### config.mk
export PLATFORM = sky130hd
export DESIGN_NAME = cs_acq_seq
export DESIGN_NICKNAME = d
export VERILOG_FILES = /design/src/rtl/cs_seq_pkg.sv /design/src/rtl/cs_lfsr.sv /design/src/rtl/cs_seq_fsm.sv /design/src/rtl/cs_acq_seq.sv
export SDC_FILE = /design/constraint.sdc
export NUM_CORES = 1
export LEC_CHECK = 0
export ABC_AREA = 1
export BUFFER_PORTS_ARGS = -buffer_cell sky130_fd_sc_hd__buf_2
export CORE_MARGIN = 2
export CORE_UTILIZATION = 33
export CTS_BUF_LIST = sky130_fd_sc_hd__clkbuf_4
export DETAILED_ROUTE_END_ITERATION = 8
export PLACE_DENSITY_LB_ADDON = 0.25
export RECOVER_POWER = 25
export REMOVE_ABC_BUFFERS = 1
export SLEW_MARGIN = 20
export SYNTH_ARGS = -nofsm -noshare
export SYNTH_HDL_FRONTEND = slang
export SYNTH_HIERARCHICAL = 1
export SYNTH_SLANG_ARGS = --single-unit
### constraint.sdc
create_clock -name clk -period 2.41 [get_ports clk]
set_input_delay 0.241 -clock clk [delete_from_list [all_inputs] [get_ports clk]]
set_output_delay 0.241 -clock clk [all_outputs]
set_load 0.02 [all_outputs]
### src/rtl/cs_seq_pkg.sv
package cs_seq_pkg;
    typedef enum logic [2:0] {
        PH_IDLE   = 3'd0,
        PH_INIT   = 3'd1,
        PH_SCR_H  = 3'd2,
        PH_SCR_V  = 3'd3,
        PH_INSERT = 3'd4,
        PH_MEAS   = 3'd5
    } phase_t;
endpackage

### src/rtl/cs_lfsr.sv
module cs_lfsr #(
    parameter int W = 16,
    parameter int OUT_W = 1,
    parameter logic [W-1:0] TAPS = '1,
    parameter logic [W-1:0] SEED = 1
) (
    input  logic             clk,
    input  logic             rst_n,
    input  logic             adv,
    output logic [OUT_W-1:0] value
);
    logic [W-1:0] state_d, state_q;

    always_comb begin
        state_d = state_q;
        if (adv) state_d = {state_q[W-2:0], ^(state_q & TAPS)};
    end

    always_ff @(posedge clk or negedge rst_n) begin
        if (!rst_n) state_q <= SEED;
        else        state_q <= state_d;
    end

    assign value = state_q[OUT_W-1:0];

    assert_lfsr_nonzero_R2: assert property (@(posedge clk) disable iff (!rst_n)
        state_q != '0);
    assert_lfsr_hold_R2: assert property (@(posedge clk) disable iff (!rst_n)
        !adv |=> $stable(state_q));
endmodule

### src/rtl/cs_seq_fsm.sv
module cs_seq_fsm
    import cs_seq_pkg::*;
#(
    parameter int CELLS = 65536,
    parameter int MW = 16,
    parameter int SCW = 4,
    parameter int CW = 16
) (
    input  logic           clk,
    input  logic           rst_n,
    input  logic           start,
    input  logic [MW-1:0]  meas_count,
    input  logic [SCW-1:0] h_val,
    input  logic [SCW-1:0] v_val,
    output logic           shift_take,
    output logic           ss_en,
    output logic           hs_en,
    output logic           vs_en,
    output logic           adc_sample,
    output logic           cmfb_fast,
    output logic [SCW-1:0] h_count,
    output logic [SCW-1:0] v_count,
    output logic           busy,
    output logic           in_init
);
    typedef struct packed {
        phase_t         ph;
        logic [CW-1:0]  cnt;
        logic [MW-1:0]  mleft;
        logic [SCW-1:0] hc;
        logic [SCW-1:0] vc;
        logic           seeded;
    } st_t;

    st_t s_d, s_q;

    always_comb begin
        s_d = s_q;
        shift_take = 1'b0;
        case (s_q.ph)
            PH_IDLE: begin
                if (start && meas_count != '0) begin
                    s_d.mleft = meas_count - 1'b1;
                    if (!s_q.seeded) begin
                        s_d.ph  = PH_INIT;
                        s_d.cnt = CW'(CELLS - 1);
                    end else begin
                        shift_take = 1'b1;
                        s_d.hc = h_val;
                        s_d.vc = v_val;
                        if (h_val != '0) begin
                            s_d.ph  = PH_SCR_H;
                            s_d.cnt = CW'(h_val) - 1'b1;
                        end else if (v_val != '0) begin
                            s_d.ph  = PH_SCR_V;
                            s_d.cnt = CW'(v_val) - 1'b1;
                        end else begin
                            s_d.ph = PH_INSERT;
                        end
                    end
                end
            end
            PH_INIT: begin
                if (s_q.cnt == '0) begin
                    s_d.seeded = 1'b1;
                    s_d.ph = PH_INSERT;
                end else begin
                    s_d.cnt = s_q.cnt - 1'b1;
                end
            end
            PH_SCR_H: begin
                if (s_q.cnt == '0) begin
                    if (s_q.vc != '0) begin
                        s_d.ph  = PH_SCR_V;
                        s_d.cnt = CW'(s_q.vc) - 1'b1;
                    end else begin
                        s_d.ph = PH_INSERT;
                    end
                end else begin
                    s_d.cnt = s_q.cnt - 1'b1;
                end
            end
            PH_SCR_V: begin
                if (s_q.cnt == '0) s_d.ph = PH_INSERT;
                else               s_d.cnt = s_q.cnt - 1'b1;
            end
            PH_INSERT: s_d.ph = PH_MEAS;
            PH_MEAS: begin
                if (s_q.mleft == '0) begin
                    s_d.ph = PH_IDLE;
                end else begin
                    s_d.mleft = s_q.mleft - 1'b1;
                    s_d.ph = PH_INSERT;
                end
            end
            default: s_d.ph = PH_IDLE;
        endcase
    end

    always_ff @(posedge clk or negedge rst_n) begin
        if (!rst_n) s_q <= '0;
        else        s_q <= s_d;
    end

    assign ss_en      = (s_q.ph == PH_INIT) || (s_q.ph == PH_INSERT);
    assign in_init    = (s_q.ph == PH_INIT);
    assign hs_en      = (s_q.ph == PH_SCR_H);
    assign vs_en      = (s_q.ph == PH_SCR_V);
    assign adc_sample = (s_q.ph == PH_MEAS);
    assign cmfb_fast  = (s_q.ph == PH_MEAS);
    assign busy       = (s_q.ph != PH_IDLE);
    assign h_count    = s_q.hc;
    assign v_count    = s_q.vc;

    assert_single_enable_R9: assert property (@(posedge clk) disable iff (!rst_n)
        $onehot0({ss_en, hs_en, vs_en, adc_sample}));
    assert_insert_then_sample_R3: assert property (@(posedge clk) disable iff (!rst_n)
        (ss_en && !in_init) |=> adc_sample);
    assert_sample_after_insert_R3: assert property (@(posedge clk) disable iff (!rst_n)
        adc_sample |-> $past(ss_en));
    assert_fast_bias_R4: assert property (@(posedge clk) disable iff (!rst_n)
        cmfb_fast == adc_sample);
    assert_counts_hold_R7: assert property (@(posedge clk) disable iff (!rst_n)
        (busy && $past(busy)) |-> ($stable(h_count) && $stable(v_count)));
    assert_zero_ignored_R8: assert property (@(posedge clk) disable iff (!rst_n)
        (start && !busy && meas_count == '0) |=> !busy);
endmodule

### src/rtl/cs_acq_seq.sv
module cs_acq_seq #(
    parameter int ROWS = 256,
    parameter int COLS = 256,
    parameter int MW = 16,
    parameter int SCW = 4,
    parameter int SER_W = 16,
    parameter logic [SER_W-1:0] SER_TAPS = 16'hB400,
    parameter logic [SER_W-1:0] SER_SEED = 16'hACE1,
    parameter int SHL_W = 8,
    parameter logic [SHL_W-1:0] SH_TAPS = 8'hB8,
    parameter logic [SHL_W-1:0] H_SEED = 8'h01,
    parameter logic [SHL_W-1:0] V_SEED = 8'hB4
) (
    input  logic           clk,
    input  logic           rst_n,
    input  logic           start,
    input  logic [MW-1:0]  meas_count,
    output logic           ss_en,
    output logic           coef_bit,
    output logic           hs_en,
    output logic           vs_en,
    output logic           adc_sample,
    output logic           cmfb_fast,
    output logic [SCW-1:0] h_count,
    output logic [SCW-1:0] v_count,
    output logic           busy,
    output logic           in_init
);
    localparam int CELLS = ROWS * COLS;
    localparam int CW = ($clog2(CELLS) > SCW) ? $clog2(CELLS) : SCW;

    logic           shift_take;
    logic [SCW-1:0] sh_val [2];

    cs_lfsr #(.W(SER_W), .OUT_W(1), .TAPS(SER_TAPS), .SEED(SER_SEED)) u_ser (
        .clk(clk), .rst_n(rst_n), .adv(ss_en), .value(coef_bit)
    );

    for (genvar g = 0; g < 2; g++) begin : g_shift_src
        cs_lfsr #(.W(SHL_W), .OUT_W(SCW), .TAPS(SH_TAPS),
                  .SEED(g == 0 ? H_SEED : V_SEED)) u_sh (
            .clk(clk), .rst_n(rst_n), .adv(shift_take), .value(sh_val[g])
        );
    end

    cs_seq_fsm #(.CELLS(CELLS), .MW(MW), .SCW(SCW), .CW(CW)) u_fsm (
        .clk(clk), .rst_n(rst_n), .start(start), .meas_count(meas_count),
        .h_val(sh_val[0]), .v_val(sh_val[1]), .shift_take(shift_take),
        .ss_en(ss_en), .hs_en(hs_en), .vs_en(vs_en), .adc_sample(adc_sample),
        .cmfb_fast(cmfb_fast), .h_count(h_count), .v_count(v_count),
        .busy(busy), .in_init(in_init)
    );
endmodule

==> metrics.txt, run 1 <==
complex-gate fraction of the synthesized area 0.0730; clk sinks 76; pwr dens between 400 and 500 nW/µm²; ys flop type dfrtp_1; Total Nets Final 839; Skew-Pair Late Insertion Delay between 0.4 and 0.5 ns; area leader, netlist dfrtp_1; hpwl dp between 8000 and 9000 µm; Cells after Synth a little under 800; # rows 46; Synth Warn # 6; max-slew violations 0; mux cell area share after synthesis 0; Synth Area in Simple Gates 0.389; WP data arrival about 1.8 ns; Hold EP u_fsm/s_q[19]$_DFFE_PN0P_; startpoint types flip-flop; Setup-failing EPs final 0; Crit. End Element output port; xor and xnor area share after synthesis 0.0432; Global Route Usage Sum 0.154; CTS tree yes; Die Y roughly 130 µm; Via density ~4.4; drt initial violations 260; RR Endpoint u_fsm/s_q[31]$_DFFE_PN0P_; Hold Path Class primary input to flip-flop; top-count cell post-synth nand2_1; R2R setup slack approximately 0.35 ns; Slew @ Worst Pin 1.12 ns; status completed; register area share after synthesis 0.364; area grow syn2layout 8.85%; Hold Path Depth 6; largest cells by area after synthesis dfrtp_1 (30%), nand2_1 (22%), dfstp_2 (6.5%); Final Hold Vio Count 0; fillers about 1,700; final worst-path cycle share 0.859; asr flop ratio synth 1.00; largest family of logic cells by synthesized area simple AND/OR/NAND/NOR gates; Rel. slew slack 0.252; Adder-Cell Fraction of Synth Area 0.0166; Worst Path Required about 2.2 ns; clk root buf clkbuf_4; drt pass-1 iters 7; Max Fanout on Critical Path 5; Die X between 100 and 150 µm; Distinct cells, synth 38; Pleak roughly 3.0 nW; Peak Freq ~480 MHz; largest net degree at the start of global routing 43; CP Class flip-flop to output port; Synth Register Bits between 70 and 80; GP Congestion 0.837; Top Ports 35; Final Instance Count excl. Fillers a little over 1,000; H-tree Lvls 3; core area 15,800 µm²; Clock Skew 0.0184 ns; initial antenna violation count 0; Clock transition at path regs 0.13 ns; vias in the first global route ~4,200; RR Startpoint g_shift_src[0].u_sh/state_q[3]$_DFFE_PN0P_; IO Port Bufs 34; Residual DRC 0; MaxCap Viol Count 0; Post-CTS Resized 0; R2R depth 11; hold_sp meas_count[10]; antenna viol nets, final 0; WL final between 10,000 and 15,000 µm; Hold WS ~0.20 ns; total negative slack 0 ns; CTS Buf Count 9; Placed Instances approximately 1,000; VDD IR-drop max 0.202 mV; Final min period just over 2 ns; wire length of the first global-routing pass just over 20,000 µm; Cell Area, Synth ~5300 µm²; Max clock buf depth 2; routed len/inst between 10 and 15 µm; total congestion overflow 0; number of synthesized flops with an enable pin 0; layout cell share with drive strength beyond 1 0.136; Antenna Cells 0; RSZ-0062 raised after global routing false; via count 4,591; Avg Inst Size Synth about 6.7 µm²; Initial Utilization 0.335; synth cell count leaders nand2_1 (305), inv_1 (83), nor2_1 (82), dfrtp_1 (63), nand3_1 (60); die area between 15,000 and 20,000 µm²; top cell type's share of synthesized area 0.299
==> critical path, cell delays in order (launching register included) <==
cell and delay [ns]:
dfrtp_1 0.49, inv_1 0.08, nor2_1 0.12, inv_1 0.10
nor2_1 0.13, inv_1 0.07, nand2_1 0.17, buf_2 0.20
==> cell type report <==
class                   count  area (µm²)  area share
clock inverters             7         139      0.0242
inverters                  89         342      0.0595
well taps                 216         270      0.0471
clock buffers               9        67.6      0.0118
multi-input cells         592        2750       0.480
repair buffers             45         253      0.0440
flip-flops and latches     76        1920       0.334
==> stage by stage <==
| step | total power [mW] | worst slack [ns] | instance area, µm² | utilization |
|---|---|---|---|---|
| floorplan | 1.34 | 0.0312 | 5010 | - |
| global placement | 1.41 | 0.414 | 5540 | 0.352 |
| detailed placement | 1.41 | 0.347 | 5540 | 0.352 |
| CTS | 2.54 | 0.292 | 5760 | 0.365 |
| global route | 2.59 | 0.0624 | 5740 | 0.364 |
| finish | 2.49 | 0.341 | 5740 | 0.364 |
==> placed cells by master, fill, tap and decap left out, types with 2 or more instances in the layout <==
| cell | n |
|---|---|
| clkbuf_4 | 9 |
| xor2_1 | 19 |
| nor2_2 | 5 |
| nand2_4 | 3 |
| ha_1 | 7 |
| dfrtp_1 | 63 |
| nand2_1 | 305 |
| a21oi_1 | 6 |
| nor2_4 | 4 |
| inv_1 | 83 |
| dfstp_2 | 13 |
| nand3_1 | 60 |
| nand2_2 | 9 |
| nor3_1 | 3 |
| nor3_2 | 3 |
| and3_1 | 2 |
| o21ai_1 | 2 |
| buf_4 | 9 |
| clkbuf_2 | 2 |
| clkinv_2 | 2 |
| nand4_1 | 4 |
| inv_2 | 4 |
| buf_2 | 33 |
| o21ai_2 | 5 |
| o21ai_0 | 57 |
| xnor2_1 | 7 |
| nor2_1 | 82 |
| bufinv_16 | 4 |
| nand3b_1 | 2 |
==> registers in the layout (all words and copies together), names as in the netlist <==
name,count
u_fsm/s_q,36
g_shift_src.u_sh/state_q,16
u_ser/state_q,16
u_fsm/h_count,4
u_fsm/v_count,4
==> cell families (layout without fill, tap and decap cells) <==
group / after synthesis / count (layout)
AND/OR/NAND/NOR: 487 / 487
buffers and inverters: 120 / 150
flip-flops: 76 / 76
AO/OA/AOI/OAI: 72 / 72
XOR/XNOR: 26 / 26
adder cells (fa/ha/maj): 7 / 7
==> routing by layer <==
metal / vias up / track usage / routed length [µm]
met5: - / 0 / 0
met3: 13 / 0.0346 / 406
met2: 53 / 0.239 / 5430
li1: 2477 / - / -
met1: 2048 / 0.214 / 5890
met4: 0 / 0.0476 / 250
==> power by group <==
group	internal, mW	switching (mW)
Combinational	0.0313	0.0708
Clock	0.627	0.483
Sequential	1.28	0
Total	1.93	0.553
==> how the worst max path moves through the flow <==
stage / startpoint / endpoint / slack, ns / depth (start not counted)
floorplan: u_fsm/s_q[41]$_DFFE_PN0P_ / u_ser/state_q[3]$_DFFE_PN0P_ / 0.03 / 9
global placement: g_shift_src[0].u_sh/state_q[3]$_DFFE_PN0P_ / u_fsm/s_q[31]$_DFFE_PN0P_ / 0.41 / 11
detailed placement: g_shift_src[0].u_sh/state_q[3]$_DFFE_PN0P_ / u_fsm/s_q[29]$_DFFE_PN0P_ / 0.35 / 11
CTS: u_fsm/s_q[41]$_DFFE_PN0P_ / ss_en / 0.29 / 7
global route: g_shift_src[0].u_sh/state_q[3]$_DFFE_PN0P_ / u_fsm/s_q[34]$_DFFE_PN0P_ / 0.06 / 11
finish: u_fsm/s_q[41]$_DFFE_PN0P_ / ss_en / 0.34 / 7
==> what timing repair did <==
item,4_1_cts,5_1_grt
buffers inserted,0,0
hold buffers,1,0
hold endpoints to repair,37,0
(Power assumes the default switching activity.)
==> inputs of run 2 (changes only) <==
--- a/config.mk
+++ b/config.mk
@@ -11,7 +11,7 @@
 export CORE_UTILIZATION = 33
 export CTS_BUF_LIST = sky130_fd_sc_hd__clkbuf_4
 export DETAILED_ROUTE_END_ITERATION = 8
-export PLACE_DENSITY_LB_ADDON = 0.25
+export PLACE_DENSITY = 0.51
 export RECOVER_POWER = 25
 export REMOVE_ABC_BUFFERS = 1
 export SLEW_MARGIN = 20
==> run 2 against run 1 <==
Effect of this change:
- sequential share of layout area barely moved
- clock power shrank 8%
- hold slack gained 0.0095 ns
- sequential cell count unchanged
- critical path depth down 1
- non-clock buffer count rose by 3
- first-iteration DRC count down 5.8%
- critical path type unchanged
- largest cell class unchanged
- setup slack got worse by 0.17 ns
- via count up 0.70%
==> metrics.txt, run 2 (synthesis gave the netlist of run 1 again) <==
Max clock buf depth 2; Hold EP u_fsm/s_q[19]$_DFFE_PN0P_; H-tree Lvls 3; die area 17,000 µm²; Die X 130 µm; R2R depth 11; Die Y roughly 130 µm; IO Port Bufs 34; Worst Path Required roughly 2.2 ns; Biggest register u_fsm/s_q; core area about 16,000 µm²; vias in the first global route between 4,000 and 5,000; Top Metal Used met4; Global Route Usage Sum 0.159; Residual DRC 0; Met2 Routed Length about 5600 µm; wire length of the first global-routing pass 21,300 µm; Setup-failing EPs final 0; via count approximately 4,600; critical-path cell list nor2_1 > inv_1 > nor2_1 > inv_1 > nand2_1 > buf_2; clk sinks 76; total negative slack 0 ns; max FFs per register 36; WL final approximately 13,000 µm; RR Startpoint g_shift_src[0].u_sh/state_q[3]$_DFFE_PN0P_; initial antenna violation count 0; max-slew violations 0; drt pass-1 iters 4; Hold Path Depth 6; CP Class flip-flop to output port; pwr dens around 420 nW/µm²; MaxCap Viol Count 0; antenna viol nets, final 0; hold_sp meas_count[10]; RR Endpoint u_fsm/s_q[32]$_DFFE_PN0P_; routed len/inst 12.2 µm; most frequent cells in the layout nand2_1 (305), inv_1 (83), nor2_1 (82); Total Nets Final ~840; Pleak approximately 3.0 nW; R2R setup slack just under 0.3 ns; final worst-path cycle share 0.930; GP Congestion between 0.8 and 0.9; commonest non-fill, non-tap cell in the layout nand2_1; largest net degree at the start of global routing 43; Antenna Cells 0; Clock transition at path regs about 0.12 ns; WP data arrival approximately 2.0 ns; Slowest-stage cell, CP dfrtp_1; clk root buf clkbuf_4; Top Ports 35; area grow syn2layout 8.85%; hpwl dp ~9300 µm; Rel. slew slack 0.342; Max Fanout on Critical Path 7; wl on met1 between 6000 and 7000 µm; Clock Skew about 0.020 ns; Overall Power 2.39 mW; Hold Path Class primary input to flip-flop; # rows 46; Via density around 4.5; Final min period about 2.2 ns; Worst path max stage delay ~0.50 ns; Largest regs u_fsm/s_q: 36 flops, g_shift_src.u_sh/state_q: 16 flops, u_ser/state_q: 16 flops; Skew-Pair Late Insertion Delay 0.45 ns; Final Hold Vio Count 0; fin util 0.364; status completed; drt initial violations 245; RSZ-0062 raised after global routing false; Crit. End Element output port; VDD IR-drop max about 0.26 mV; CTS Buf Count 9; Initial Utilization 0.335; Peak Freq ~450 MHz; met3 WL ~400 µm; startpoint types flip-flop; Slew @ Worst Pin just under 1 ns; CTS tree yes; layout cell share with drive strength beyond 1 0.139; total congestion overflow 0
## run 2: cell count changes in the layout (fill, tap and decap cells not counted), sizes merged
cell,change
buf,+4
clkbuf,-1
clkinvlp,+1
bufinv,-1
## run 2: what timing repair did
item,CTS,global route
setup buffers,0,0
gates resized for setup,0,1
hold buffers,1,0
endpoints found under the hold margin,26,0
endpoints found under the setup margin,0,1
## run 2: metal layers
| layer | up-vias | track usage |
|---|---|---|
| li1 | 2497 | - |
| met1 | 2083 | 0.223 |
| met2 | 38 | 0.250 |
| met3 | 5 | 0.0379 |
| met4 | 0 | 0.0338 |
| met5 | - | 0 |
## run 2: layout make-up
| class | count | area, µm² |
|---|---|---|
| fillers | 1785 | 10000 |
| clock buffers | 9 | 67.6 |
| multi-input cells | 592 | 2750 |
| repair buffers | 48 | 275 |
| clock inverters | 7 | 115 |
| inverters | 89 | 342 |
| flip-flops and latches | 76 | 1920 |
| well taps | 216 | 270 |
## run 2: critical path, delay by kind of cell, from the launching register on
| family | cells | cell delay, ns |
|---|---|---|
| buffers and inverters | 3 | 0.41 |
| DFF | 1 | 0.50 |
| and+or+nand+nor | 3 | 0.65 |
## run 2: worst max-delay path by stage
stage	startpoint	end	slack, ns	cells after the start
after detailed placement	g_shift_src[0].u_sh/state_q[3]$_DFFE_PN0P_	u_fsm/s_q[34]$_DFFE_PN0P_	0.34	11
final	u_fsm/s_q[43]$_DFFE_PN0P_	ss_en	0.17	6
after CTS	u_fsm/s_q[41]$_DFFE_PN0P_	ss_en	0.10	7
after global routing	rst_n	u_fsm/s_q[41]$_DFFE_PN0P_	0.0006	3
after floorplan	u_fsm/s_q[41]$_DFFE_PN0P_	u_ser/state_q[3]$_DFFE_PN0P_	0.03	9
after global placement	g_shift_src[0].u_sh/state_q[3]$_DFFE_PN0P_	u_fsm/s_q[29]$_DFFE_PN0P_	0.38	11
## run 2: where the power goes
part / total (mW) / internal, mW / switching (mW)
Sequential: 1.28 / 1.28 / 0
Clock: 1.02 / 0.521 / 0.495
Combinational: 0.101 / 0.0302 / 0.0713
## run 2: metrics by stage
step / instances / setup slack, ns / hold WS, ns / area, µm²
4_1_cts: 1037 / 0.104 / 0.154 / 5760
3_3_place_gp: 1020 / 0.383 / 0.249 / 5570
5_1_grt: 1037 / 0.000559 / 0.197 / 5740
2_1_floorplan: 757 / 0.0312 / -0.0546 / 5010
3_5_place_dp: 1020 / 0.339 / 0.251 / 5570
6_report: 1037 / 0.169 / 0.207 / 5740
==> inputs of run 3 (changes only) <==
--- a/config.mk
+++ b/config.mk
@@ -5,8 +5,7 @@
 export SDC_FILE = /design/constraint.sdc
 export NUM_CORES = 1
 export LEC_CHECK = 0
-export ABC_AREA = 1
-export BUFFER_PORTS_ARGS = -buffer_cell sky130_fd_sc_hd__buf_2
+export BUFFER_PORTS_ARGS = -buffer_cell sky130_fd_sc_hd__buf_4
 export CORE_MARGIN = 2
 export CORE_UTILIZATION = 33
 export CTS_BUF_LIST = sky130_fd_sc_hd__clkbuf_4
==> run 3 against run 2 <==
Effect of this change:
- the flow now finishes with violations (max-capacitance violations, max-slew violations)
- hold slack worse by 0.053 ns
- cell count is 30% lower
- via count is 18% lower
- die area is 8.4% lower
- clock-buffer cell count is 2 higher
- combinational power is 25% higher
- utilization is 1.1 points higher
- sequential power hardly changed
- total power is 4.2% lower
- clock skew is 0.0052 ns higher
- non-clock buffer count is 15 higher
- sequential cell count stayed put
- critical endpoint is now u_fsm/s_q[36]$_DFFE_PN0P_
- largest cell class unchanged
==> metrics.txt, run 3 <==
Rel. slew slack -0.222; Design Area, Final between 5000 and 6000 µm²; largest cells by area after synthesis dfrtp_1 (33%), dfstp_2 (7.1%), mux2_2 (4.9%); Total Nets Final between 500 and 600; Worst path max stage delay ~0.53 ns; CTS Buf Count 9; max-slew violations 34; critical-path cell list dlygate4sd3_1 > buf_4 > inv_1 > ha_1 > nor3b_2 > nand3b_2 > o211a_1 > a21o_1 > a41oi_1 > o21ai_0; largest net degree at the start of global routing 45; Via density around 5.2; Setup-failing EPs final 0; vias in the first global route between 3,000 and 4,000; Final min period about 2.2 ns; area grow syn2layout 12.4%; termination of the worst setup path u_fsm/s_q[36]$_DFFE_PN0P_; Cell Area, Synth slightly below 5000 µm²; antenna viol nets, final 0; H-tree Lvls 3; RSZ-0062 raised after global routing false; R2R depth 9; via count between 3,000 and 4,000; asr flop ratio synth 1.00; # rows 44; top-count cell post-synth dfrtp_1; drt initial violations 274; Placed Area approximately 5200 µm²; Crit. End Element flip-flop; R2R setup slack approximately 0.19 ns; Largest regs u_fsm/s_q: 36 flops, g_shift_src.u_sh/state_q: 16 flops, u_ser/state_q: 16 flops; Slowest-stage cell, CP dlygate4sd3_1; commonest non-fill, non-tap cell in the layout dfrtp_1; hpwl dp between 7000 and 8000 µm; wire length of the first global-routing pass ~18,000 µm; Clock Skew roughly 0.026 ns; Final Hold Vio Count 0; RR Startpoint u_fsm/s_q[25]$_DFFE_PN0P_; Distinct cells, synth 77; CP startpoint meas_count[0]; area leader, netlist dfrtp_1; Peak Freq 445 MHz; Die Y between 100 and 150 µm; Synth Register Bits 76; startpoint types primary input; core area ~14,000 µm²; Global Route Usage Sum 0.143; CTS tree yes; Die X 125 µm; final worst-path cycle share 0.932; Overall Power 2.29 mW; VDD IR-drop max 0.297 mV; Final Instance Count excl. Fillers about 730; final setup margin 0.163 ns; complex-gate fraction of the synthesized area 0.202; Slew @ Worst Pin between 1.5 and 2 ns; WP data arrival about 2.6 ns; total congestion overflow 0; largest family of logic cells by synthesized area compound AO/OA/AOI/OAI gates; Worst Path Required between 2 and 3 ns; pwr dens around 420 nW/µm²; synth cell count leaders dfrtp_1 (63), nor2_1 (44), nand2_1 (42), a21oi_1 (36), o21ai_0 (35); Placed Instances between 700 and 800; WL final 11,000 µm; clk root buf clkbuf_4; mux cell area share after synthesis 0.0740; Max Fanout on Critical Path 11; ys flop type dfrtp_1; Biggest register u_fsm/s_q; failing checks max-capacitance violations, max-slew violations; Skew-Pair Late Insertion Delay approximately 0.46 ns; register area share after synthesis 0.398; routed len/inst about 15 µm; Avg Inst Size Synth about 9.6 µm²; Residual DRC 0; initial antenna violation count 1; status finished, violations left; Clock transition at path regs 0.14 ns; fin util 0.376; die area roughly 16,000 µm²; drt pass-1 iters 4; most frequent cells in the layout dfrtp_1 (63), buf_4 (58), nor2_1 (44); top cell type's share of synthesized area 0.327; GP Congestion between 0.8 and 0.9; Hold Path Class primary input to flip-flop; xor and xnor area share after synthesis 0.0454; IO Port Bufs 34; Pleak ~2.3 nW; Max clock buf depth 2; Setup WS pre-CTS ~0.23 ns; max FFs per register 36; MaxCap Viol Count 1; Top Ports 35; number of synthesized flops with an enable pin 0; Post-CTS Resized 0; fillers around 1,500; Initial Utilization 0.334; CP Class primary input to flip-flop; Cells after Synth 500; layout cell share with drive strength beyond 1 0.278; clk sinks 76; Hold WS 0.154 ns; Synth Area in Simple Gates 0.188; Adder-Cell Fraction of Synth Area 0.0182; total negative slack 0 ns; RR Endpoint u_fsm/s_q[25]$_DFFE_PN0P_; Synth Warn # 6
[run 3: power by group]
part	switching (mW)	internal [mW]
Combinational	0.0760	0.0503
Sequential	0	1.28
Clock	0.453	0.439
[run 3: what timing repair did]
item,in CTS,in global routing
hold buffers,2,0
endpoints found under the setup margin,0,1
endpoints found under the hold margin,28,0
setup buffers,0,3
[run 3: cell families (layout without fill, tap and decap cells)]
logic type | count (synthesis) | count (layout)
flops | 76 | 76
other cells | 0 | 1
fa+ha+maj | 7 | 7
compound gates | 147 | 147
buf+inv | 58 | 98
simple gates | 158 | 158
mux | 29 | 29
xor+xnor | 25 | 25
[run 3: cell type report]
class	instances	area (µm²)	share of cell area
Antenna cell	1	2.50	0.000462
Clock buffer	11	82.6	0.0152
Clock inverter	5	76.3	0.0141
Inverter	19	73.8	0.0136
Multi-Input combinational cell	366	2540	0.470
Sequential cell	76	1920	0.354
Tap cell	184	230	0.0425
Timing Repair Buffer	63	490	0.0905
[run 3: metal layers]
metal | track usage | wire length, µm | up-vias
li1 | - | - | 1871
met1 | 0.197 | 5490 | 1823
met2 | 0.218 | 4860 | 69
met3 | 0.0326 | 402 | 18
met4 | 0.0562 | 206 | 0
met5 | 0 | 0 | -
[run 3: worst max-delay path: cells and delay by family]
kind | cells | cell delay (ns)
and+or+nand+nor | 2 | 0.46
buffers and inverters | 3 | 0.72
adders and majority gates | 1 | 0.17
AOI/OAI and AO/OA | 4 | 0.98
[run 3: worst min-delay path by stage]
stage | to | from | slack (ns) | cells past startpoint
after floorplan | g_shift_src[0].u_sh/state_q[1]$_DFFE_PN0P_ | rst_n | -0.05 | 0
after global placement | u_fsm/s_q[13]$_DFFE_PN0P_ | rst_n | 0.21 | 1
after detailed placement | u_fsm/s_q[13]$_DFFE_PN0P_ | rst_n | 0.21 | 1
after global routing | u_fsm/s_q[13]$_DFFE_PN0P_ | meas_count[4] | 0.15 | 3
after CTS | u_fsm/s_q[13]$_DFFE_PN0P_ | meas_count[4] | 0.12 | 3
final | u_fsm/s_q[13]$_DFFE_PN0P_ | meas_count[4] | 0.15 | 3
